==> src/rtl/mbist_pkg.sv <==
package mbist_pkg;

   localparam int EIDX_W = 3;
   localparam int OIDX_W = 2;

   typedef enum logic [1:0] {OP_R0, OP_R1, OP_W0, OP_W1} op_e;
   typedef enum logic [1:0] {DIR_UP, DIR_DN, DIR_ANY} dir_e;

   typedef struct packed {
      logic              pause;
      logic              final_el;
      dir_e              dir;
      logic [OIDX_W-1:0] n_m1;
      op_e               o0;
      op_e               o1;
      op_e               o2;
      op_e               o3;
   } elem_t;

   function automatic elem_t mk_el(input logic p, input logic f, input dir_e d,
                                   input int n, input op_e a, input op_e b,
                                   input op_e c, input op_e e);
      elem_t r;
      r.pause    = p;
      r.final_el = f;
      r.dir      = d;
      r.n_m1     = OIDX_W'(n - 1);
      r.o0 = a; r.o1 = b; r.o2 = c; r.o3 = e;
      return r;
   endfunction

   // alg 0: long sequence with double reads; alg 1: short sequence
   function automatic elem_t elem_lookup(input logic alg, input logic [EIDX_W-1:0] idx);
      elem_t r;
      r = mk_el(1'b0, 1'b1, DIR_ANY, 1, OP_R0, OP_R0, OP_R0, OP_R0);
      if (!alg) begin
         case (idx)
            3'd0: r = mk_el(1'b0, 1'b0, DIR_ANY, 1, OP_W0, OP_W0, OP_W0, OP_W0);
            3'd1: r = mk_el(1'b0, 1'b0, DIR_UP,  2, OP_R0, OP_W1, OP_W1, OP_W1);
            3'd2: r = mk_el(1'b0, 1'b0, DIR_UP,  2, OP_R1, OP_W0, OP_W0, OP_W0);
            3'd3: r = mk_el(1'b0, 1'b0, DIR_DN,  2, OP_R0, OP_W1, OP_W1, OP_W1);
            3'd4: r = mk_el(1'b1, 1'b0, DIR_ANY, 1, OP_R0, OP_R0, OP_R0, OP_R0);
            3'd5: r = mk_el(1'b0, 1'b0, DIR_DN,  3, OP_R1, OP_R1, OP_W0, OP_W0);
            3'd6: r = mk_el(1'b1, 1'b0, DIR_ANY, 1, OP_R0, OP_R0, OP_R0, OP_R0);
            3'd7: r = mk_el(1'b0, 1'b1, DIR_ANY, 2, OP_R0, OP_R0, OP_R0, OP_R0);
            default: ;
         endcase
      end else begin
         case (idx)
            3'd0: r = mk_el(1'b0, 1'b0, DIR_ANY, 1, OP_W0, OP_W0, OP_W0, OP_W0);
            3'd1: r = mk_el(1'b1, 1'b0, DIR_ANY, 1, OP_R0, OP_R0, OP_R0, OP_R0);
            3'd2: r = mk_el(1'b0, 1'b0, DIR_UP,  4, OP_R0, OP_W0, OP_W1, OP_R1);
            3'd3: r = mk_el(1'b1, 1'b0, DIR_ANY, 1, OP_R0, OP_R0, OP_R0, OP_R0);
            3'd4: r = mk_el(1'b0, 1'b0, DIR_DN,  4, OP_R1, OP_W1, OP_W0, OP_R0);
            3'd5: r = mk_el(1'b0, 1'b1, DIR_ANY, 1, OP_R0, OP_R0, OP_R0, OP_R0);
            default: ;
         endcase
      end
      return r;
   endfunction

   function automatic op_e op_pick(input elem_t e, input logic [OIDX_W-1:0] i);
      case (i)
         2'd0:    return e.o0;
         2'd1:    return e.o1;
         2'd2:    return e.o2;
         default: return e.o3;
      endcase
   endfunction

endpackage

==> src/rtl/mbist_addr_seq.sv <==
module mbist_addr_seq #(
   parameter int ADDR_W = 4
) (
   input  logic              clk,
   input  logic              rst_n,
   input  logic              load,
   input  logic              load_down,
   input  logic              step,
   output logic [ADDR_W-1:0] addr,
   output logic              at_end
);
   localparam logic [ADDR_W-1:0] TOP = '1;

   logic              down_q;
   logic [ADDR_W-1:0] addr_q;

   always_ff @(posedge clk or negedge rst_n) begin
      if (!rst_n) begin
         down_q <= 1'b0;
         addr_q <= '0;
      end else if (load) begin
         down_q <= load_down;
         addr_q <= load_down ? TOP : '0;
      end else if (step) begin
         addr_q <= down_q ? addr_q - 1'b1 : addr_q + 1'b1;
      end
   end

   assign addr   = addr_q;
   assign at_end = down_q ? (addr_q == '0) : (addr_q == TOP);
endmodule

==> src/rtl/mbist_resp_check.sv <==
module mbist_resp_check #(
   parameter int DATA_W = 8,
   parameter int ADDR_W = 4,
   parameter int EIDX_W = 3,
   parameter int OIDX_W = 2
) (
   input  logic              clk,
   input  logic              rst_n,
   input  logic              clear,
   input  logic              rd_issue,
   input  logic              exp_one,
   input  logic [ADDR_W-1:0] rd_addr,
   input  logic [EIDX_W-1:0] rd_elem,
   input  logic [OIDX_W-1:0] rd_op,
   input  logic [DATA_W-1:0] rdata,
   output logic              fail,
   output logic [ADDR_W-1:0] fail_addr,
   output logic [EIDX_W-1:0] fail_elem,
   output logic [OIDX_W-1:0] fail_op
);
   logic              pend_q, exp_q, fail_q;
   logic [ADDR_W-1:0] tag_addr_q, fa_q;
   logic [EIDX_W-1:0] tag_elem_q, fe_q;
   logic [OIDX_W-1:0] tag_op_q, fo_q;
   logic              miscompare;

   assign miscompare = pend_q && (rdata != {DATA_W{exp_q}});

   always_ff @(posedge clk or negedge rst_n) begin
      if (!rst_n) begin
         pend_q <= 1'b0; exp_q <= 1'b0;
         tag_addr_q <= '0; tag_elem_q <= '0; tag_op_q <= '0;
         fail_q <= 1'b0; fa_q <= '0; fe_q <= '0; fo_q <= '0;
      end else begin
         pend_q <= rd_issue && !clear;
         if (rd_issue) begin
            exp_q      <= exp_one;
            tag_addr_q <= rd_addr;
            tag_elem_q <= rd_elem;
            tag_op_q   <= rd_op;
         end
         if (clear) begin
            fail_q <= 1'b0;
         end else if (miscompare && !fail_q) begin
            fail_q <= 1'b1;
            fa_q   <= tag_addr_q;
            fe_q   <= tag_elem_q;
            fo_q   <= tag_op_q;
         end
      end
   end

   assign fail      = fail_q;
   assign fail_addr = fa_q;
   assign fail_elem = fe_q;
   assign fail_op   = fo_q;
endmodule

==> src/rtl/mbist_march_engine.sv <==
module mbist_march_engine
   import mbist_pkg::*;
#(
   parameter int ADDR_W = 4,
   parameter int DATA_W = 8,
   parameter int HOLD_W = 8
) (
   input  logic              clk,
   input  logic              rst_n,
   input  logic              start,
   input  logic              alg_sel,
   input  logic [HOLD_W-1:0] hold_len,
   output logic [ADDR_W-1:0] mem_addr,
   output logic [DATA_W-1:0] mem_wdata,
   output logic              mem_we,
   output logic              mem_re,
   input  logic [DATA_W-1:0] mem_rdata,
   output logic              busy,
   output logic              done,
   output logic              fail,
   output logic [ADDR_W-1:0] fail_addr,
   output logic [EIDX_W-1:0] fail_elem,
   output logic [OIDX_W-1:0] fail_op
);
   if (ADDR_W < 1) begin : g_bad_addr
      $error("ADDR_W must be at least 1");
   end
   if (DATA_W < 1) begin : g_bad_data
      $error("DATA_W must be at least 1");
   end
   if (HOLD_W < 1) begin : g_bad_hold
      $error("HOLD_W must be at least 1");
   end

   typedef enum logic [2:0] {S_IDLE, S_RUN, S_PAUSE, S_FLUSH, S_DONE} st_e;

   st_e               st_q;
   logic              alg_q;
   logic [HOLD_W-1:0] hold_q, pause_cnt;
   logic [EIDX_W-1:0] elem_q;
   logic [OIDX_W-1:0] op_q;
   elem_t             cur, nxt;
   op_e               cur_op;
   logic              op_last, launch;
   logic              ag_load, ag_down, ag_step, at_end;
   logic [ADDR_W-1:0] addr;

   assign cur     = elem_lookup(alg_q, elem_q);
   assign nxt     = elem_lookup(alg_q, elem_q + 1'b1);
   assign cur_op  = op_pick(cur, op_q);
   assign op_last = (op_q == cur.n_m1);
   assign launch  = start && (st_q == S_IDLE || st_q == S_DONE);

   always_comb begin
      ag_load = 1'b0;
      ag_down = 1'b0;
      ag_step = 1'b0;
      case (st_q)
         S_IDLE, S_DONE: if (start) begin
            ag_load = 1'b1;
            ag_down = (elem_lookup(alg_sel, '0).dir == DIR_DN);
         end
         S_RUN: if (op_last) begin
            if (!at_end) ag_step = 1'b1;
            else if (!cur.final_el && !nxt.pause) begin
               ag_load = 1'b1;
               ag_down = (nxt.dir == DIR_DN);
            end
         end
         S_PAUSE: if (pause_cnt == '0) begin
            ag_load = 1'b1;
            ag_down = (nxt.dir == DIR_DN);
         end
         default: ;
      endcase
   end

   always_ff @(posedge clk or negedge rst_n) begin
      if (!rst_n) begin
         st_q <= S_IDLE; alg_q <= 1'b0; hold_q <= '0; pause_cnt <= '0;
         elem_q <= '0; op_q <= '0;
      end else begin
         case (st_q)
            S_IDLE, S_DONE: if (start) begin
               alg_q  <= alg_sel;
               hold_q <= hold_len;
               elem_q <= '0;
               op_q   <= '0;
               st_q   <= S_RUN;
            end
            S_RUN: begin
               if (!op_last) begin
                  op_q <= op_q + 1'b1;
               end else begin
                  op_q <= '0;
                  if (at_end) begin
                     if (cur.final_el) st_q <= S_FLUSH;
                     else begin
                        elem_q <= elem_q + 1'b1;
                        if (nxt.pause) begin
                           st_q      <= S_PAUSE;
                           pause_cnt <= hold_q;
                        end
                     end
                  end
               end
            end
            S_PAUSE: begin
               if (pause_cnt == '0) begin
                  elem_q <= elem_q + 1'b1;
                  st_q   <= S_RUN;
               end else begin
                  pause_cnt <= pause_cnt - 1'b1;
               end
            end
            S_FLUSH: st_q <= S_DONE;
            default: st_q <= S_IDLE;
         endcase
      end
   end

   mbist_addr_seq #(.ADDR_W(ADDR_W)) u_addr (
      .clk(clk), .rst_n(rst_n), .load(ag_load), .load_down(ag_down),
      .step(ag_step), .addr(addr), .at_end(at_end)
   );

   assign mem_addr  = addr;
   assign mem_we    = (st_q == S_RUN) && (cur_op == OP_W0 || cur_op == OP_W1);
   assign mem_re    = (st_q == S_RUN) && (cur_op == OP_R0 || cur_op == OP_R1);
   assign mem_wdata = {DATA_W{cur_op == OP_W1}};
   assign busy      = (st_q == S_RUN) || (st_q == S_PAUSE) || (st_q == S_FLUSH);
   assign done      = (st_q == S_DONE);

   mbist_resp_check #(.DATA_W(DATA_W), .ADDR_W(ADDR_W), .EIDX_W(EIDX_W), .OIDX_W(OIDX_W)) u_cmp (
      .clk(clk), .rst_n(rst_n), .clear(launch), .rd_issue(mem_re),
      .exp_one(cur_op == OP_R1), .rd_addr(addr), .rd_elem(elem_q), .rd_op(op_q),
      .rdata(mem_rdata), .fail(fail), .fail_addr(fail_addr),
      .fail_elem(fail_elem), .fail_op(fail_op)
   );
endmodule

==> config.mk <==
export PLATFORM = sky130hd
export DESIGN_NAME = mbist_march_engine
export DESIGN_NICKNAME = d
export VERILOG_FILES = /design/src/rtl/mbist_pkg.sv /design/src/rtl/mbist_addr_seq.sv /design/src/rtl/mbist_resp_check.sv /design/src/rtl/mbist_march_engine.sv
export SDC_FILE = /design/constraint.sdc
export NUM_CORES = 1
export LEC_CHECK = 0
export BUFFER_PORTS_ARGS = -buffer_cell sky130_fd_sc_hd__buf_2
export CORE_ASPECT_RATIO = 0.8
export CORE_MARGIN = 2
export CORE_UTILIZATION = 60
export DETAILED_ROUTE_END_ITERATION = 10
export PLACE_DENSITY = 0.88
export SYNTH_ARGS = -nofsm -noshare
export SYNTH_HDL_FRONTEND = slang
export SYNTH_HIERARCHICAL = 1
export SYNTH_SLANG_ARGS = --single-unit
==> constraint.sdc <==
create_clock -name clk -period 5.02 [get_ports clk]
set_input_delay 0.753 -clock clk [delete_from_list [all_inputs] [get_ports clk]]
set_output_delay 0.753 -clock clk [all_outputs]
set_load 0.1 [all_outputs]
==> impl_metrics.tcl, run 1 <==
set metrics [dict create \
    status "finished with violations" \
    violations "design-rule violations" \
    layout.nets 378 \
    start_util 0.630 \
    core_mm2 0.00509 \
    mostFrequentLayoutCell "dfrtp_1" \
    reg2reg_from "elem_q[0]" \
    fp.dieArea_mm2 0.00596 \
    hp-class "flop to flop" \
    grt_max_degree 52 \
    r2r_cells 10 \
    hold_violations 0 \
    worstPathMaxFanout 12 \
    fin_crit_ns 3.71 \
    via_per_inst 6.14 \
    max_freq_ghz 0.270 \
    route.detailed.drc 3 \
    drive_gt1_frac 0.295 \
    numCtsBuffers 5 \
    worst_ep_arrival_time_ns 2.96 \
    r2r_slack_ns 1.84 \
    grt_pass1_wl_um 11400 \
    synth_fp_nets 346 \
    ys_async_sr_fraction 1.00 \
    cts_tree "done" \
    r2r-end "u_addr/addr[3]" \
    dr.pass1.iters 8 \
    rsz0062_at_grt "false" \
    gr-total-overflow 0 \
    ys_seq_area_frac 0.398 \
    min_path_cells 1 \
    netlist_instances 310 \
    worstSetupEndpointType "primary output" \
    relSlewSlack 0.508 \
    grt_pass1_vias 2418 \
    h-tree-depth 2 \
    routedWlPerCell_um 16.4 \
    drv_slew 0 \
    yosys_warnings 6 \
    tightest_slew_ns 0.738 \
    layout.cells.non_filler 404 \
    clock_path_buffers 2 \
    fin_tns_setup_ns 0 \
    setup_ws_ns 1.31 \
    drt-initial-drc-count 194 \
    dp_hpwl_um 4860 \
    io_pins 46 \
    yosysUniqueCellTypes 64 \
    syn_avg_cell_area_um2 10.4 \
    ys_top_cells_by_area "dfrtp_1 (40%), mux2_2 (7.0%), ha_1 (5.8%)" \
    ys_ff_latch 51 \
    syn_to_final_growth_pct 7.37 \
    yosysTopAreaCell "dfrtp_1" \
    cts_setup_buffers 0 \
    holdBufCountCts 0 \
    yosysTopAreaCellShare 0.398 \
    antenna_found_initial 0 \
    cts_resized 0 \
    required_ns 4.27 \
    ant_nets 0 \
    setup_viol 0 \
    cts.sinks 51 \
    clk_pin_slew_ns 0.09 \
    dpl.cell_count 397 \
    die_y_um 69.4 \
    antenna_cells 0 \
    max_cap_violations 0 \
    syn_area_mm2 0.00321 \
    gp_congestion 0.935 \
    skew_ns 0.00817 \
    vias 2479 \
    io_buffers 45 \
    synth_ff_type "dfrtp_1" \
    final_cell_mix "dfrtp_1 (51), buf_2 (45), nor2_1 (21)" \
    die_width_um 85.8 \
    place_ws_ns 1.69 \
    clock_latency_ns 0.31 \
    track_usage 0.240 \
    worst_setup_path_start_kind "flop" \
    worstSetupPathType "flop to primary output" \
    min_to "u_cmp/fail_addr[0]" \
    routed_wl_um 6610 \
    rows 23 \
    worstHoldStart "u_cmp/tag_addr_q[0]" \
    synth_edf_count 0 \
    cts-root-buf "clkbuf_8" \
    fin_crit_sh 0.739 \
]
-- cell families after synthesis --
kind of cell,count (synthesis),share of synthesized area
flops,51,0.398
compound gates,79,0.159
simple gates,85,0.156
xor+xnor,6,0.0187
fa+ha+maj,16,0.0647
mux,34,0.133
buf+inv,39,0.0709
-- final cells by class --
| type | instances | area (µm²) |
|---|---|---|
| multi-input combinational | 220 | 1710 |
| sequential | 51 | 1280 |
| fill | 380 | 1650 |
| tap | 62 | 77.6 |
| clock inverter | 2 | 13.8 |
| inverter | 17 | 63.8 |
| clock buffer | 5 | 68.8 |
| timing repair buffer | 47 | 240 |
-- through the flow --
stage / area (µm²) / hold slack (ns) / util
finish: 3450 / 0.504 / 0.677
global placement: 3360 / 0.483 / 0.661
CTS: 3450 / 0.511 / 0.677
floorplan: 3210 / 0.457 / -
detailed placement: 3360 / 0.490 / 0.661
global route: 3450 / 0.521 / 0.677
-- cell usage after synthesis (3+ instances only) --
cell / count
a31oi_1: 3
mux2i_1: 3
mux2_4: 10
buf_6: 6
nor4_1: 3
buf_4: 9
o21ai_1: 15
nor2_1: 21
nand3_1: 7
o21ai_0: 9
inv_1: 17
dfrtp_1: 51
o21a_1: 3
ha_1: 15
or3_1: 3
nand2b_1: 3
mux2_2: 20
nor3_1: 4
clkbuf_1: 4
a21oi_1: 18
nor2b_1: 3
nand2_1: 19
xor2_1: 3
o31ai_1: 6
-- worst max-delay path: stages (launching register included) --
cell and delay [ns]:
dfrtp_1 0.56, inv_1 0.18, ha_1 0.31, nand2b_1 0.23, o22a_1 0.25, a21oi_1 0.16
a2bb2oi_1 0.24, o21ai_0 0.14, nor2_1 0.14, buf_2 0.44
-- routing by layer --
layer,global-route usage,part of all wire
met5,0,0
met4,0.0829,0.014
met3,0.0524,0.055
met2,0.379,0.49
met1,0.329,0.44
-- registers in the layout, indices dropped and copies added, names as in the netlist, 3 cells and up --
signal	count
u_cmp/fail_elem	3
u_cmp/tag_addr_q	4
elem_q	3
hold_q	8
u_cmp/fail_addr	4
u_addr/addr	4
u_cmp/tag_elem_q	3
pause_cnt	8
st_q	3
-- worst max-delay path by stage --
stage,start,to,slack (ns),cells past startpoint
after global routing,elem_q[0],mem_re,1.13,9
after CTS,elem_q[0],mem_wdata[1],1.34,9
after floorplan,elem_q[0],mem_wdata[1],0.69,10
after global placement,elem_q[0],mem_wdata[4],1.91,9
after detailed placement,elem_q[0],mem_wdata[1],1.69,9
final,elem_q[0],mem_re,1.31,9
Power of run 1 is not shown: default switching activity piles up to over one toggle a cycle in this logic, so the estimate is an artifact.
==> inputs of run 2 (changes only) <==
--- a/config.mk
+++ b/config.mk
@@ -8,9 +8,9 @@
 export BUFFER_PORTS_ARGS = -buffer_cell sky130_fd_sc_hd__buf_2
 export CORE_ASPECT_RATIO = 0.8
 export CORE_MARGIN = 2
-export CORE_UTILIZATION = 60
+export CORE_UTILIZATION = 58
 export DETAILED_ROUTE_END_ITERATION = 10
-export PLACE_DENSITY = 0.88
+export PLACE_DENSITY = 0.86
 export SYNTH_ARGS = -nofsm -noshare
 export SYNTH_HDL_FRONTEND = slang
 export SYNTH_HIERARCHICAL = 1
==> constraint.sdc (replaced) <==
create_clock -name clk -period 3.8 [get_ports clk]
set_input_delay 0.57 -clock clk [delete_from_list [all_inputs] [get_ports clk]]
set_output_delay 0.57 -clock clk [all_outputs]
set_load 0.1 [all_outputs]
==> impl_metrics.tcl, run 2 (synthesized netlist as in run 1, its figures left out) <==
set metrics [dict create \
    clock_path_buffers 2 \
    cpMaxStageDelayCell "dfrtp_1" \
    drv_slew 0 \
    numCtsBuffers 5 \
    grt_pass1_vias 2242 \
    drive_gt1_frac 0.302 \
    max_cap_violations 0 \
    cts_resized 0 \
    cts-root-buf "clkbuf_8" \
    dp_hpwl_um 4550 \
    antenna_found_initial 0 \
    nFillCells 435 \
    worstPathCellList "inv_1, ha_1, nand2b_1, o22a_1, a21oi_1, a2bb2oi_1, o21ai_0, nor2_2, buf_2" \
    worstPathMaxFanout 12 \
    setup_viol 0 \
    die_y_um 70.5 \
    worstSetupPathType "flop to primary output" \
    via_per_inst 5.93 \
    dr.pass1.iters 4 \
    clock_latency_ns 0.31 \
    critical_path.max_stage_delay_ns 0.55 \
    route.detailed.drc 0 \
    fin_area_mm2 0.00348 \
    hp-class "input pin to async pin" \
    worstSetupEndpointType "primary output" \
    clk_pin_slew_ns 0.09 \
    grt_max_degree 31 \
    met2_usage 0.327 \
    placed_area_mm2 0.00338 \
    gr-total-overflow 0 \
    relSlewSlack 0.518 \
    busiest_layer "met2" \
    max_freq_ghz 0.293 \
    core_mm2 0.00541 \
    fin_tns_setup_ns 0 \
    status "finished, final reports clean" \
    syn_to_final_growth_pct 8.26 \
    worst_ep_arrival_time_ns 2.85 \
    cp.buffers_inverters 2 \
    fp.dieArea_mm2 0.00615 \
    fin_crit_ns 3.42 \
    final_cell_mix "dfrtp_1 (51), buf_2 (45), mux2_2 (20)" \
    layout.nets 379 \
    ant_nets 0 \
    use_met1 0.305 \
    rsz0062_at_grt "false" \
    start_util 0.594 \
    grtUsageMet3 0.0397 \
    required_ns 3.23 \
    rows 24 \
    tightest_slew_ns 0.722 \
    track_usage 0.210 \
    h-tree-depth 2 \
    grt_pass1_wl_um 10400 \
    fin_crit_sh 0.899 \
    gp_congestion 0.894 \
    routed_wl_um 6190 \
    vias 2426 \
    drt-initial-drc-count 145 \
    whs_ns 0.201 \
    cp_top_family "compound AO/OA/AOI/OAI gates" \
    mostFrequentLayoutCell "dfrtp_1" \
    cts.sinks 51 \
    io_buffers 45 \
    io_pins 46 \
    cts_tree "done" \
    routedWlPerCell_um 15.1 \
    antenna_cells 0 \
    skew_ns 0.0115 \
    cts_setup_buffers 0 \
    die_width_um 87.2 \
    holdBufCountCts 0 \
    worst_setup_path_start_kind "flop" \
    hold_violations 0 \
    reg_top3 "hold_q (8), pause_cnt (8)" \
]
## run 2: changes by cell type in the layout (fill, tap and decap cells not counted)
cell,before,now
clkbuf_1,0,1
clkinv_2,1,0
nor2_2,0,2
clkbuf_8,5,6
buf_4,2,3
nor2_1,21,19
## run 2: through the flow
step	instances	util	setup WS (ns)
floorplan	310	-	0.248
global placement	401	0.625	0.838
detailed placement	401	0.625	0.734
CTS	409	0.643	0.407
global route	409	0.643	0.184
finish	409	0.643	0.383
## run 2: worst paths after layout
kind                                 from                to  slack [ns]  cells past startpoint
worst min register to register  hold_q[6]         hold_q[6]        0.51                      1
max in group asynchronous           rst_n           st_q[0]        2.83                      2
worst max-delay path            elem_q[0]            mem_re        0.38                      9
min in group clk                    start           st_q[2]        0.49                      2
worst min-delay path                rst_n  u_cmp/fail_op[1]        0.20                      1
worst max register to register  elem_q[0]    u_addr/addr[3]        0.70                     10
## run 2: final cells by class
class	count	area (µm²)	share of cell area
multi-input cells	220	1710	0.492
flip-flops and latches	51	1280	0.367
repair buffers	48	248	0.0713
clock buffers	7	86.3	0.0248
well taps	65	81.3	0.0234
inverters	17	63.8	0.0184
clock inverters	1	8.76	0.00252
## run 2: layer usage
metal  wire [µm]  vias to the layer above
li1            -                     1181
met1        2990                     1149
met2        2770                       91
met3         392                        5
met4          38                        0
met5           0                        -
Power of run 2 is left out for the same reason.
==> inputs of run 3 (changes only) <==
--- a/config.mk
+++ b/config.mk
@@ -11,6 +11,7 @@
 export CORE_UTILIZATION = 58
 export DETAILED_ROUTE_END_ITERATION = 10
 export PLACE_DENSITY = 0.86
+export REMOVE_ABC_BUFFERS = 1
 export SYNTH_ARGS = -nofsm -noshare
 export SYNTH_HDL_FRONTEND = slang
 export SYNTH_HIERARCHICAL = 1
==> impl_metrics.tcl, run 3 (synthesized netlist as in run 1, its figures left out) <==
set metrics [dict create \
    drive_gt1_frac 0.297 \
    cts_resized 0 \
    numCtsBuffers 5 \
    r2r_cells 10 \
    required_ns 3.23 \
    cp.depth 9 \
    clk_pin_slew_ns 0.10 \
    grt_pass1_wl_um 10500 \
    worst_ep_arrival_time_ns 2.90 \
    reg_top3 "hold_q (8), pause_cnt (8)" \
    route.detailed.drc 0 \
    mostFrequentLayoutCell "dfrtp_1" \
    core_mm2 0.00541 \
    status "finished, final reports clean" \
    routed_wl_um 6220 \
    cts_tree "done" \
    final_cell_mix "dfrtp_1 (51), buf_2 (44), nor2_1 (21)" \
    syn_to_final_growth_pct 8.96 \
    relSlewSlack 0.260 \
    max_cap_violations 0 \
    h-tree-depth 2 \
    die_y_um 70.5 \
    cp.buffers_inverters 2 \
    start_util 0.594 \
    grt_pass1_vias 2344 \
    rsz0062_at_grt "false" \
    io_buffers 45 \
    gr-total-overflow 0 \
    clock_path_buffers 2 \
    track_usage 0.213 \
    via_per_inst 5.97 \
    fp.dieArea_mm2 0.00615 \
    layout.nets 378 \
    setup_viol 0 \
    cpMaxStageDelayCell "dfrtp_1" \
    worstSetupEndpointType "primary output" \
    io_pins 46 \
    whs_ns 0.463 \
    max_freq_ghz 0.289 \
    dr.pass1.iters 4 \
    cts_setup_buffers 0 \
    worstPathCellList "inv_1, ha_1, nand2b_1, o22a_1, a21oi_1, a2bb2oi_1, o21a_1, nor2_1, buf_2" \
    cp_top_family "buffers and inverters" \
    critical_path.max_stage_delay_ns 0.51 \
    dp_hpwl_um 4610 \
    clock_latency_ns 0.31 \
    cts.sinks 51 \
    cts-root-buf "clkbuf_8" \
    rows 24 \
    gp_congestion 0.904 \
    tightest_slew_ns 1.11 \
    fin_tns_setup_ns 0 \
    ant_nets 0 \
    hold_violations 0 \
    antenna_cells 0 \
    worst_setup_path_start_kind "flop" \
    skew_ns 0.00826 \
    fin_crit_ns 3.47 \
    placed_area_mm2 0.00338 \
    worstPathMaxFanout 12 \
    grt_max_degree 52 \
    fin_crit_sh 0.912 \
    hp-class "input pin to async pin" \
    holdBufCountCts 0 \
    antenna_found_initial 0 \
    drt-initial-drc-count 107 \
    routedWlPerCell_um 15.2 \
    fin_area_mm2 0.00350 \
    die_width_um 87.2 \
    worstSetupPathType "flop to primary output" \
    drv_slew 0 \
    vias 2437 \
    final_util 0.647 \
]
-- run 3: cell types whose count changed in the layout (fill, tap and decap cells not counted) --
cell	change
buf_2	-1
bufinv_16	+1
inv_6	+1
nor2_1	+2
buf_4	-1
clkinv_4	-1
clkinvlp_4	+1
buf_12	+1
clkbuf_8	-1
clkbuf_1	-1
nor2_2	-2
-- run 3: layout make-up --
class                      count  area [µm²]
tap                           65        81.3
multi-input combinational    220        1710
clock buffer                   5        68.8
timing repair buffer          47         255
sequential                    51        1280
clock inverter                 3        46.3
fill                         428        1910
inverter                      17        63.8
-- run 3: final timing paths --
| kind | start | to | slack, ns |
|---|---|---|---|
| worst max-delay path | elem_q[0] | mem_wdata[3] | 0.33 |
| worst max register to register | elem_q[0] | u_addr/addr[3] | 0.73 |
| worst min register to register | u_cmp/tag_elem_q[2] | u_cmp/fail_elem[2] | 0.51 |
| max in group asynchronous | rst_n | elem_q[0] | 2.65 |
| worst min-delay path | rst_n | u_cmp/fail_addr[1] | 0.46 |
| min in group clk | hold_len[2] | hold_q[2] | 0.49 |
-- run 3: stage by stage --
step                instances  setup WS [ns]
finish                    408          0.335
global route              408          0.141
CTS                       408          0.334
detailed placement        400          0.684
global placement          400          0.828
floorplan                 288          -8.00
-- run 3: worst reg2reg max path, cell delays in order (launching register included) --
cell and delay [ns]:
dfrtp_1 0.55, inv_1 0.17, ha_1 0.32, mux4_2 0.50, xnor2_2 0.17, nand3_1 0.12
nor3_1 0.25, or3_1 0.32, and4b_4 0.25, o211a_1 0.22, nor3_2 0.13
-- run 3: layer usage --
layer,routed length (µm),up-vias,part of all wire,GRT usage
met3,342,2,0.055,0.0397
met5,0,-,0,0
met2,2910,76,0.47,0.344
met1,2950,1185,0.47,0.298
met4,19,0,0.0031,0.0564
li1,-,1174,-,-
Power of run 3 is left out for the same reason.
